==> config.mk <==
export PLATFORM = sky130hd
export DESIGN_NAME = apb_xfer_monitor
export DESIGN_NICKNAME = d
export VERILOG_FILES = /design/src/rtl/apb_mon_pkg.sv /design/src/rtl/apb_mon_ctrl.sv /design/src/rtl/apb_mon_dp.sv /design/src/rtl/apb_xfer_monitor.sv
export SDC_FILE = /design/constraint.sdc
export NUM_CORES = 1
export LEC_CHECK = 0
export BUFFER_PORTS_ARGS = -buffer_cell sky130_fd_sc_hd__buf_2
export CORE_UTILIZATION = 55
export CTS_CLUSTER_SIZE = 8
export DETAILED_ROUTE_END_ITERATION = 6
export PLACE_DENSITY = 0.79
export SLEW_MARGIN = 20
export SYNTH_ARGS = -nofsm -noshare
export SYNTH_HDL_FRONTEND = slang
export SYNTH_HIERARCHICAL = 1
export SYNTH_SLANG_ARGS = --single-unit
==> constraint.sdc <==
create_clock -name clk -period 3.55 [get_ports clk]
set_input_delay 0.71 -clock clk [delete_from_list [all_inputs] [get_ports clk]]
set_output_delay 0.71 -clock clk [all_outputs]
set_load 0.005 [all_outputs]
==> src/rtl/apb_mon_pkg.sv <==
`timescale 1ns/1ps
package apb_mon_pkg;
  // Strobes from the phase tracker to the measurement datapath.
  typedef struct packed {
    logic start;     // first cycle of a new transfer
    logic waitTick;  // ACCESS cycle sampled with ready low
    logic done;      // completing ACCESS cycle
  } monStrobe_t;
endpackage

==> src/rtl/apb_mon_ctrl.sv <==
`timescale 1ns/1ps
module apb_mon_ctrl
  import apb_mon_pkg::*;
#(
  parameter int ADDR_W = 12
) (
  input  logic              clk,
  input  logic              rstN,
  input  logic              sel,
  input  logic              enable,
  input  logic              write,
  input  logic [ADDR_W-1:0] addr,
  input  logic              ready,
  input  logic              capture,
  output monStrobe_t        st,
  output logic              errSetup,
  output logic              errPremature,
  output logic              errCapture,
  output logic              errAddr,
  output logic              errCtrl
);
  logic              inXfer;       // previous cycle was a non-completing select cycle
  logic              pendingWait;  // previous cycle was ACCESS with ready low
  logic [ADDR_W-1:0] heldAddr;
  logic              heldWrite;

  logic accessPhase, completeNow, startNow;
  logic setupViol, prematureViol, captureViol, addrViol, ctrlViol;

  always_comb begin
    accessPhase   = sel && enable;
    completeNow   = accessPhase && ready;
    startNow      = sel && !inXfer;
    st.start      = startNow;
    st.waitTick   = accessPhase && !ready;
    st.done       = completeNow;
    setupViol     = startNow && enable;
    prematureViol = pendingWait && !accessPhase;
    captureViol   = capture && !write && !completeNow;
    addrViol      = sel && inXfer && (addr != heldAddr);
    ctrlViol      = sel && inXfer && (write != heldWrite);
  end

  always_ff @(posedge clk or negedge rstN) begin
    if (!rstN) begin
      inXfer      <= 1'b0;
      pendingWait <= 1'b0;
      heldAddr    <= '0;
      heldWrite   <= 1'b0;
    end else begin
      inXfer      <= sel && !completeNow;
      pendingWait <= accessPhase && !ready;
      if (sel) begin
        heldAddr  <= addr;
        heldWrite <= write;
      end
    end
  end

  always_ff @(posedge clk or negedge rstN) begin
    if (!rstN) begin
      errSetup     <= 1'b0;
      errPremature <= 1'b0;
      errCapture   <= 1'b0;
      errAddr      <= 1'b0;
      errCtrl      <= 1'b0;
    end else begin
      errSetup     <= errSetup     | setupViol;
      errPremature <= errPremature | prematureViol;
      errCapture   <= errCapture   | captureViol;
      errAddr      <= errAddr      | addrViol;
      errCtrl      <= errCtrl      | ctrlViol;
    end
  end

  AST_SETUP_FIRST: assert property (@(posedge clk) disable iff (!rstN)
    (sel && !inXfer && enable) |=> errSetup);
  AST_HOLD_ACCESS: assert property (@(posedge clk) disable iff (!rstN)
    (sel && enable && !ready) ##1 !(sel && enable) |=> errPremature);
  AST_CAPTURE_READY: assert property (@(posedge clk) disable iff (!rstN)
    (capture && !write && !(sel && enable && ready)) |=> errCapture);
  AST_ADDR_STICKY: assert property (@(posedge clk) disable iff (!rstN)
    errAddr |=> errAddr);
  AST_CTRL_STICKY: assert property (@(posedge clk) disable iff (!rstN)
    errCtrl |=> errCtrl);
endmodule

==> src/rtl/apb_mon_dp.sv <==
`timescale 1ns/1ps
module apb_mon_dp
  import apb_mon_pkg::*;
#(
  parameter int WAIT_W  = 8,
  parameter int CNT_W   = 16,
  parameter int MANY_AT = 3
) (
  input  logic                            clk,
  input  logic                            rstN,
  input  monStrobe_t                      st,
  output logic [WAIT_W-1:0]               waitCount,
  output logic                            waitValid,
  output logic [MANY_AT:0][CNT_W-1:0]     histCnt,
  output logic [CNT_W-1:0]                mixedCnt
);
  localparam int NUM_BINS = MANY_AT + 1;
  localparam int BIN_W    = (NUM_BINS > 1) ? $clog2(NUM_BINS) : 1;
  localparam logic [WAIT_W-1:0] WAIT_MAX = '1;
  localparam logic [CNT_W-1:0]  CNT_MAX  = '1;

  logic [WAIT_W-1:0] waitCnt;   // waits of the transfer in flight
  logic [WAIT_W-1:0] lastWait;  // waits of the last completed transfer
  logic              justDone;  // previous cycle completed a transfer
  logic              chainReg;  // current transfer began right after a completion

  logic [WAIT_W-1:0] baseWait;
  logic              chainNow;
  logic [BIN_W-1:0]  binSel;

  always_comb begin
    baseWait = st.start ? '0 : waitCnt;
    chainNow = st.start ? justDone : chainReg;
    if (baseWait >= WAIT_W'(MANY_AT)) binSel = BIN_W'(MANY_AT);
    else                              binSel = BIN_W'(baseWait);
  end

  always_ff @(posedge clk or negedge rstN) begin
    if (!rstN) begin
      waitCnt   <= '0;
      lastWait  <= '0;
      justDone  <= 1'b0;
      chainReg  <= 1'b0;
      waitCount <= '0;
      waitValid <= 1'b0;
      mixedCnt  <= '0;
    end else begin
      justDone  <= st.done;
      waitValid <= st.done;
      if (st.start) chainReg <= justDone;
      if (st.done) begin
        waitCnt   <= '0;
        waitCount <= baseWait;
        lastWait  <= baseWait;
        if (chainNow && (baseWait != lastWait) && (mixedCnt != CNT_MAX))
          mixedCnt <= mixedCnt + 1'b1;
      end else if (st.waitTick) begin
        waitCnt <= (baseWait == WAIT_MAX) ? baseWait : baseWait + 1'b1;
      end else begin
        waitCnt <= baseWait;
      end
    end
  end

  for (genvar b = 0; b < NUM_BINS; b++) begin : g_bin
    always_ff @(posedge clk or negedge rstN) begin
      if (!rstN)
        histCnt[b] <= '0;
      else if (st.done && (binSel == BIN_W'(b)) && (histCnt[b] != CNT_MAX))
        histCnt[b] <= histCnt[b] + 1'b1;
    end
  end

  AST_HIST_ON_DONE: assert property (@(posedge clk) disable iff (!rstN)
    !st.done |=> $stable(histCnt));
  AST_MIXED_ON_DONE: assert property (@(posedge clk) disable iff (!rstN)
    !st.done |=> $stable(mixedCnt));
  AST_MIXED_NO_DROP: assert property (@(posedge clk) disable iff (!rstN)
    1'b1 |=> (mixedCnt >= $past(mixedCnt)));
  AST_VALID_AFTER_WAIT: assert property (@(posedge clk) disable iff (!rstN)
    (st.done && !st.start && waitCnt == '0) |=> (waitValid && waitCount == '0));
endmodule

==> src/rtl/apb_xfer_monitor.sv <==
`timescale 1ns/1ps
module apb_xfer_monitor
  import apb_mon_pkg::*;
#(
  parameter int ADDR_W = 12,
  parameter int WAIT_W = 8,
  parameter int CNT_W  = 16
) (
  input  logic              clk,
  input  logic              rstN,
  input  logic              sel,
  input  logic              enable,
  input  logic              write,
  input  logic [ADDR_W-1:0] addr,
  input  logic              ready,
  input  logic              capture,
  output logic              errMissingSetup,
  output logic              errPrematureDone,
  output logic              errCaptureNoReady,
  output logic              errAddrMoved,
  output logic              errCtrlMoved,
  output logic [WAIT_W-1:0] waitCount,
  output logic              waitValid,
  output logic [CNT_W-1:0]  histZero,
  output logic [CNT_W-1:0]  histOne,
  output logic [CNT_W-1:0]  histTwo,
  output logic [CNT_W-1:0]  histMany,
  output logic [CNT_W-1:0]  mixedCount
);
  localparam int MANY_AT = 3;

  monStrobe_t                      strobes;
  logic [MANY_AT:0][CNT_W-1:0]     histCnt;

  apb_mon_ctrl #(.ADDR_W(ADDR_W)) u_ctrl (
    .clk(clk), .rstN(rstN), .sel(sel), .enable(enable), .write(write),
    .addr(addr), .ready(ready), .capture(capture), .st(strobes),
    .errSetup(errMissingSetup), .errPremature(errPrematureDone),
    .errCapture(errCaptureNoReady), .errAddr(errAddrMoved), .errCtrl(errCtrlMoved)
  );

  apb_mon_dp #(.WAIT_W(WAIT_W), .CNT_W(CNT_W), .MANY_AT(MANY_AT)) u_dp (
    .clk(clk), .rstN(rstN), .st(strobes), .waitCount(waitCount),
    .waitValid(waitValid), .histCnt(histCnt), .mixedCnt(mixedCount)
  );

  assign histZero = histCnt[0];
  assign histOne  = histCnt[1];
  assign histTwo  = histCnt[2];
  assign histMany = histCnt[3];
endmodule

# Yosys cells after proc, flatten, opt, wreduce, memory -nomap -nowiden
# Cells that the tools add are included.
[totals]
input_bits = 19
out_inout_bits = 94
register_bits = 118
wordCells = 77
[op_classes]
magnitude_cmp = 1
eq_ne = 12
n_mux = 6
bitwise = 5
addsub = 6
reduce_logical = 29
[ops]
columns = ["cell", "n"]
rows = [
  ["$add 16x1->16 const B", 5],
  ["$ne 16x16->1 const B", 5],
  ["$mux 8", 4],
  ["$logic_and 1x1->1", 22],
  ["$ne 12x12->1", 1],
  ["$add 8x1->8 const B", 1],
  ["$eq 8x8->1 const B", 1],
  ["$ge 8x2->1 const B", 1],
  ["$ne 8x8->1", 1],
  ["$logic_not 1->1", 5],
  ["$or 1x1->1", 5],
  ["$eq 2x2->1 const B", 2],
  ["$eq 2x1->1 const B", 1],
  ["$logic_not 2->1", 1],
  ["$mux 2", 1],
  ["$reduce_and 2->1", 1],
  ["$mux 1", 1],
  ["$ne 1x1->1", 1],
]

# Depth between registers and ports, before layout
[logic_depth]
ltp_word = 8
ltp_mapped = 12
ltp_nobuf = 9

# Modules after synthesis
# Netlist, hierarchy kept.
[by_module_without_submodules]
columns = ["mod", "seq_area_each_um2", "area_each_um2", "cells_per_inst", "n_inst"]
rows = [
  ["apb_mon_dp", 2452.4, 4877.2, 459, 1],
  ["apb_mon_ctrl", 500.5, 939.7, 66, 1],
]

# Least setup slack after synthesis
# No wires, ideal clock.
[synth_path]
kind = "in2reg"
startpoint = "input port sel"
endpoint = "register u_dp/histCnt[17] in the netlist's numbering"
path_buffers = 4
stages = 11
path_slack_ns = 0.322
setup_time_ns = 0.127
arrival_time_ns = 3.100
cell_sequence = "buf_6 -> nor2b_1 -> buf_4 -> clkbuf_1 -> nor2b_1 -> ha_1 -> or4bb_1 -> nor4_2 -> o31a_1 -> buf_4 -> mux2_1"
[synth_via]
elab_chain_cells = 7
elab_cells_between_ends = 9
[synth_rtl]
columns = ["element", "line", "rtl"]
rows = [
  ["from (decl)", "apb_xfer_monitor.sv:11", "input logic sel,"],
  ["$logic_and 1x1->1 (*)", "apb_mon_ctrl.sv:33", "startNow = sel && !inXfer;"],
  ["net u_ctrl.startNow", "apb_mon_ctrl.sv:27", "logic accessPhase, completeNow, startNow;"],
  ["$mux 8 (*)", "apb_mon_dp.sv:32", "baseWait = st.start ? '0 : waitCnt;"],
  ["net u_dp.baseWait[0]", "apb_mon_dp.sv:27", "logic [WAIT_W-1:0] baseWait;"],
  ["$ge 8x2->1", "apb_mon_dp.sv:34", "if (baseWait >= WAIT_W'(MANY_AT)) binSel = BIN_W'(MANY_AT);"],
  ["$mux 2 (*)", "apb_mon_dp.sv:34", ""],
  ["$eq 2x1->1 (*)", "apb_mon_dp.sv:69", "else if (st.done && (binSel == BIN_W'(b)) && (histCnt[b] != CNT_MAX))"],
  ["$logic_and 1x1->1 (*) (2 in a row)", "apb_mon_dp.sv:69", ""],
  ["to (signal, indexed assignment)", "apb_mon_dp.sv:70", "histCnt[b] <= histCnt[b] + 1'b1;"],
  ["to (decl)", "apb_mon_dp.sv:14", "output logic [MANY_AT:0][CNT_W-1:0] histCnt,"],
]
# Mark *: on every way through the listed nets, which the timed path passes. The rest lies on a longest branch.
# A chain may end at the register's enable or synchronous reset.

==> impl_summary.log <==
INFO  metric status = complete, no violations
INFO  metric peak_supply_drop = roughly 280 uV
INFO  metric synth_area = 0.00582 mm2
INFO  metric setup_violations = 0
INFO  metric register_to_register_path_depth = 9
INFO  metric fin_skew = 0.0110 ns
INFO  metric synth_compound_gate_area_share = 0.0325
INFO  metric remaining_drc_errors = 0
INFO  metric fin_hold_ws = 0.248 ns
INFO  metric end_kind = flop
INFO  metric tritoncts = done
INFO  metric drt_pass1_iterations = 4
INFO  metric diodes = 0
INFO  metric cts_repair_resize_count = 0
INFO  metric rows = 37
INFO  metric timing.setup.critical_path_class = flop to flop
INFO  metric cts.htree.levels = 4
INFO  metric gr-total-overflow = 0
INFO  metric initial_utilization = 0.566
INFO  metric p_leak = around 3.5 nW
INFO  metric area.growth.synth_to_final = 23.1%
INFO  metric max_cap_viol_count = 0
INFO  metric grt_setup_unrepaired = false
INFO  metric finalCriticalPeriod = 2.81 ns
INFO  metric worstMarginPinSlew = 0.734 ns
INFO  metric grt_util_met1 = 0.306
INFO  metric synth_async_sr_flop_share = 1.00
INFO  metric mappedNetlistNets = 550
INFO  metric fmax = 0.356 GHz
INFO  metric layout_worst_path_cycle_share = 0.791
INFO  metric post-dp-hpwl = roughly 8400 um
INFO  metric path_cells = nor2b_1 -> nor2b_1 -> ha_1 -> or4bb_1 -> nor4_2 -> o31a_1 -> and2_1 -> nand3_1 -> xnor2_1
INFO  metric die-height = 105 um
INFO  metric synth_flop_cell = sky130_fd_sc_hd__dfrtp_1
INFO  metric wire_per_inst = 16.0 um
INFO  metric worst-endpoint-arrival = 3.20 ns
INFO  metric clk_root_buffer_cell = sky130_fd_sc_hd__clkbuf_8
INFO  metric groute.layer.met3.usage = 0.0655
INFO  metric critPathMaxStageDelay = just under 0.5 ns
INFO  metric vias_per_cell = 5.57
INFO  metric wire_length_of_the_first_global_routing_pass = 21,600 um
INFO  metric postCtsSetupRepairBufs = 0
INFO  metric post_synth_num_cell_types = 58
INFO  metric crit_path_top_delay_cell = sky130_fd_sc_hd__or4bb_1
INFO  metric clockBufferDepth = 2
INFO  metric synth_top_family_by_area = simple AND/OR/NAND/NOR gates
INFO  metric netlist.top_cell.by_area = sky130_fd_sc_hd__dfrtp_1
INFO  metric yosysWarningCount = 6
INFO  metric crit_top_cell = sky130_fd_sc_hd__nor2b_1
INFO  metric cp.buffers_inverters = 0
INFO  metric synth-edff-count = 0
INFO  metric yosys.area_share.xor_xnor = 0.142
INFO  metric timing.rr.start = u_ctrl/inXfer
INFO  metric placer_congestion = 0.823
INFO  metric layout-drive-gt1-share = 0.281
INFO  metric final-hold-violation-count = 0
INFO  metric cts.clk_slew.worst_paths = around 0.050 ns
INFO  metric postPlaceCellArea = 0.00653 mm2
INFO  metric cp-start-kind = flop
INFO  metric fill_cells = 765
INFO  metric fp.dieW = 105 um
INFO  metric use_met2 = 0.414
INFO  metric port_buffers = roughly 110
INFO  metric critPathRequiredTime = 3.95 ns
INFO  metric p_per_area = slightly above 500 mW/mm2
INFO  metric finalNetCount = roughly 670
INFO  metric report.final.slew_viol_count = 0
INFO  metric design.portCount = 113
INFO  metric ys_top_cells_by_area = sky130_fd_sc_hd__dfrtp_1 51%, sky130_fd_sc_hd__xnor2_1 8.4%, sky130_fd_sc_hd__xor2_1 5.7%
INFO  metric critical_path.top_delay_family = simple AND/OR/NAND/NOR gates
INFO  metric grt_max_degree = 63
INFO  metric gr-max-usage-layer = met2
INFO  metric synth.ff_latch_count = 118
INFO  metric synth.avg_cell_area = 11.1 um2
INFO  metric fin_tns_setup = 0 ns
INFO  metric post_synthesis_mux_area_share = 0.0609
INFO  metric max-slew-margin-rel = 0.511
INFO  metric min_path_type = primary input to async pin
INFO  metric antenna_found_initial = 0
INFO  metric cts_made_buffers = 17
INFO  metric critical_path_peak_fanout = 11
INFO  metric r2r_setup_slack = 0.74 ns
INFO  metric yosysSeqAreaShare = 0.508
INFO  metric clk_latency = just over 0.5 ns
INFO  metric rr_endpoint = u_dp/histCnt[25]
INFO  metric synth-simple-area-share = 0.218
INFO  metric final_design_area_no_fill = 0.00716 mm2
INFO  metric globalRouteTotalUtil = 0.248
INFO  metric cts-hold-fix-buffers = 0
INFO  metric synth-adder-area-share = 0.0129
INFO  metric syn_inst = about 530
INFO  metric first_global_vias = 4,506
INFO  metric drt-initial-drc-count = 254
INFO  metric die-area = between 0.01 and 0.015 mm2
INFO  metric antenna_viol_nets_final = 0
INFO  metric synthDominantCellAreaShare = 0.508
INFO  metric drt-total-wl = around 13,000 um
INFO  metric clock-sinks = ~120
INFO  metric core_region_area = 0.0103 mm2
INFO  metric route.vias.total = ~4,400
==> area by class of cell <==
cell class | instances | area (um2) | share of cell area
Sequential cell | 118 | 2950 | 0.413
Multi-Input combinational cell | 376 | 2710 | 0.379
Timing Repair Buffer | 121 | 643 | 0.0898
Clock buffer | 22 | 453 | 0.0633
Clock inverter | 10 | 175 | 0.0245
Tap cell | 136 | 170 | 0.0238
Inverter | 14 | 52.6 | 0.00734
==> worst max path at each step <==
stage	cells past startpoint	end	slack, ns	start
4_1_cts	9	u_dp/histCnt[25]	0.75	u_ctrl/inXfer
3_3_place_gp	10	u_dp/histCnt[25]	0.46	sel
2_1_floorplan	11	u_dp/histCnt[17]	0.32	sel
6_report	9	u_dp/histCnt[25]	0.74	u_ctrl/inXfer
5_1_grt	9	u_dp/histCnt[25]	0.52	u_ctrl/inXfer
3_5_place_dp	10	u_dp/histCnt[25]	0.34	sel
==> report_power, final <==
part | switching (mW) | internal [mW] | total [mW]
Clock | 0.576 | 1.24 | 1.82
Combinational | 0.158 | 0.148 | 0.306
Sequential | 0.0985 | 1.42 | 1.51
Total | 0.833 | 2.80 | 3.64
==> cells by family (layout without fill, tap and decap cells) <==
group | Yosys count | after routing
and+or+nand+nor | 221 | 221
DFF | 118 | 118
xor gates and xnor gates | 94 | 94
buffers and inverters | 31 | 167
muxes | 30 | 30
AOI/OAI and AO/OA | 25 | 25
adders and majority gates | 6 | 6
==> metrics by stage <==
step	utilization	total power, mW	cells	setup WS [ns]
2_1_floorplan	-	1.68	525	0.322
3_3_place_gp	0.635	1.81	765	0.461
3_5_place_dp	0.635	1.84	765	0.344
4_1_cts	0.696	3.68	797	0.752
5_1_grt	0.696	3.77	797	0.525
6_report	0.696	3.64	797	0.742
==> sequential cells by signal, summed over array words and instances (netlist names) <==
register	flops
u_ctrl/errPremature	1
u_ctrl/inXfer	1
u_ctrl/heldWrite	1
u_ctrl/errAddr	1
u_dp/histCnt	64
u_ctrl/pendingWait	1
u_dp/justDone	1
u_ctrl/errCtrl	1
u_dp/mixedCnt	16
u_dp/chainReg	1
u_ctrl/errSetup	1
u_dp/lastWait	8
u_ctrl/errCapture	1
u_dp/waitCnt	8
u_ctrl/heldAddr	12
==> layer usage <==
metal | vias up | routed length (um)
met2 | 133 | 6520
met5 | - | 0
met1 | 2195 | 5420
li1 | 2089 | -
met4 | 0 | 185
met3 | 21 | 643
==> worst register-to-register path: stages (launching register included) <==
cell	delay (ns)
sky130_fd_sc_hd__dfrtp_1	0.40
sky130_fd_sc_hd__nor2b_1	0.25
sky130_fd_sc_hd__nor2b_1	0.11
sky130_fd_sc_hd__ha_1	0.22
sky130_fd_sc_hd__or4bb_1	0.49
sky130_fd_sc_hd__nor4_2	0.26
sky130_fd_sc_hd__o31a_1	0.46
sky130_fd_sc_hd__and2_1	0.26
sky130_fd_sc_hd__nand3_1	0.11
sky130_fd_sc_hd__xnor2_1	0.14
==> cells in the mapped netlist, types with 8 or more instances <==
master	count
sky130_fd_sc_hd__mux2_2	13
sky130_fd_sc_hd__xnor2_1	56
sky130_fd_sc_hd__nand4_1	29
sky130_fd_sc_hd__nor2_1	40
sky130_fd_sc_hd__nand2_1	33
sky130_fd_sc_hd__inv_1	14
sky130_fd_sc_hd__nor3_1	11
sky130_fd_sc_hd__dfrtp_1	118
sky130_fd_sc_hd__and3_1	17
sky130_fd_sc_hd__nor2b_1	8
sky130_fd_sc_hd__xor2_1	38
sky130_fd_sc_hd__nand3_1	30
==> placed cells by master (no fill, tap or decap), types with 8 or more instances in the layout <==
master and instances:
sky130_fd_sc_hd__dfrtp_1 118, sky130_fd_sc_hd__buf_2 111, sky130_fd_sc_hd__xnor2_1 56, sky130_fd_sc_hd__nor2_1 40, sky130_fd_sc_hd__xor2_1 38, sky130_fd_sc_hd__nand2_1 33, sky130_fd_sc_hd__nand3_1 30, sky130_fd_sc_hd__nand4_1 29
sky130_fd_sc_hd__and3_1 17, sky130_fd_sc_hd__clkbuf_16 16, sky130_fd_sc_hd__inv_1 14, sky130_fd_sc_hd__mux2_2 13, sky130_fd_sc_hd__nor3_1 11, sky130_fd_sc_hd__buf_4 9, sky130_fd_sc_hd__nor2b_1 8
(Power assumes the default switching activity.)
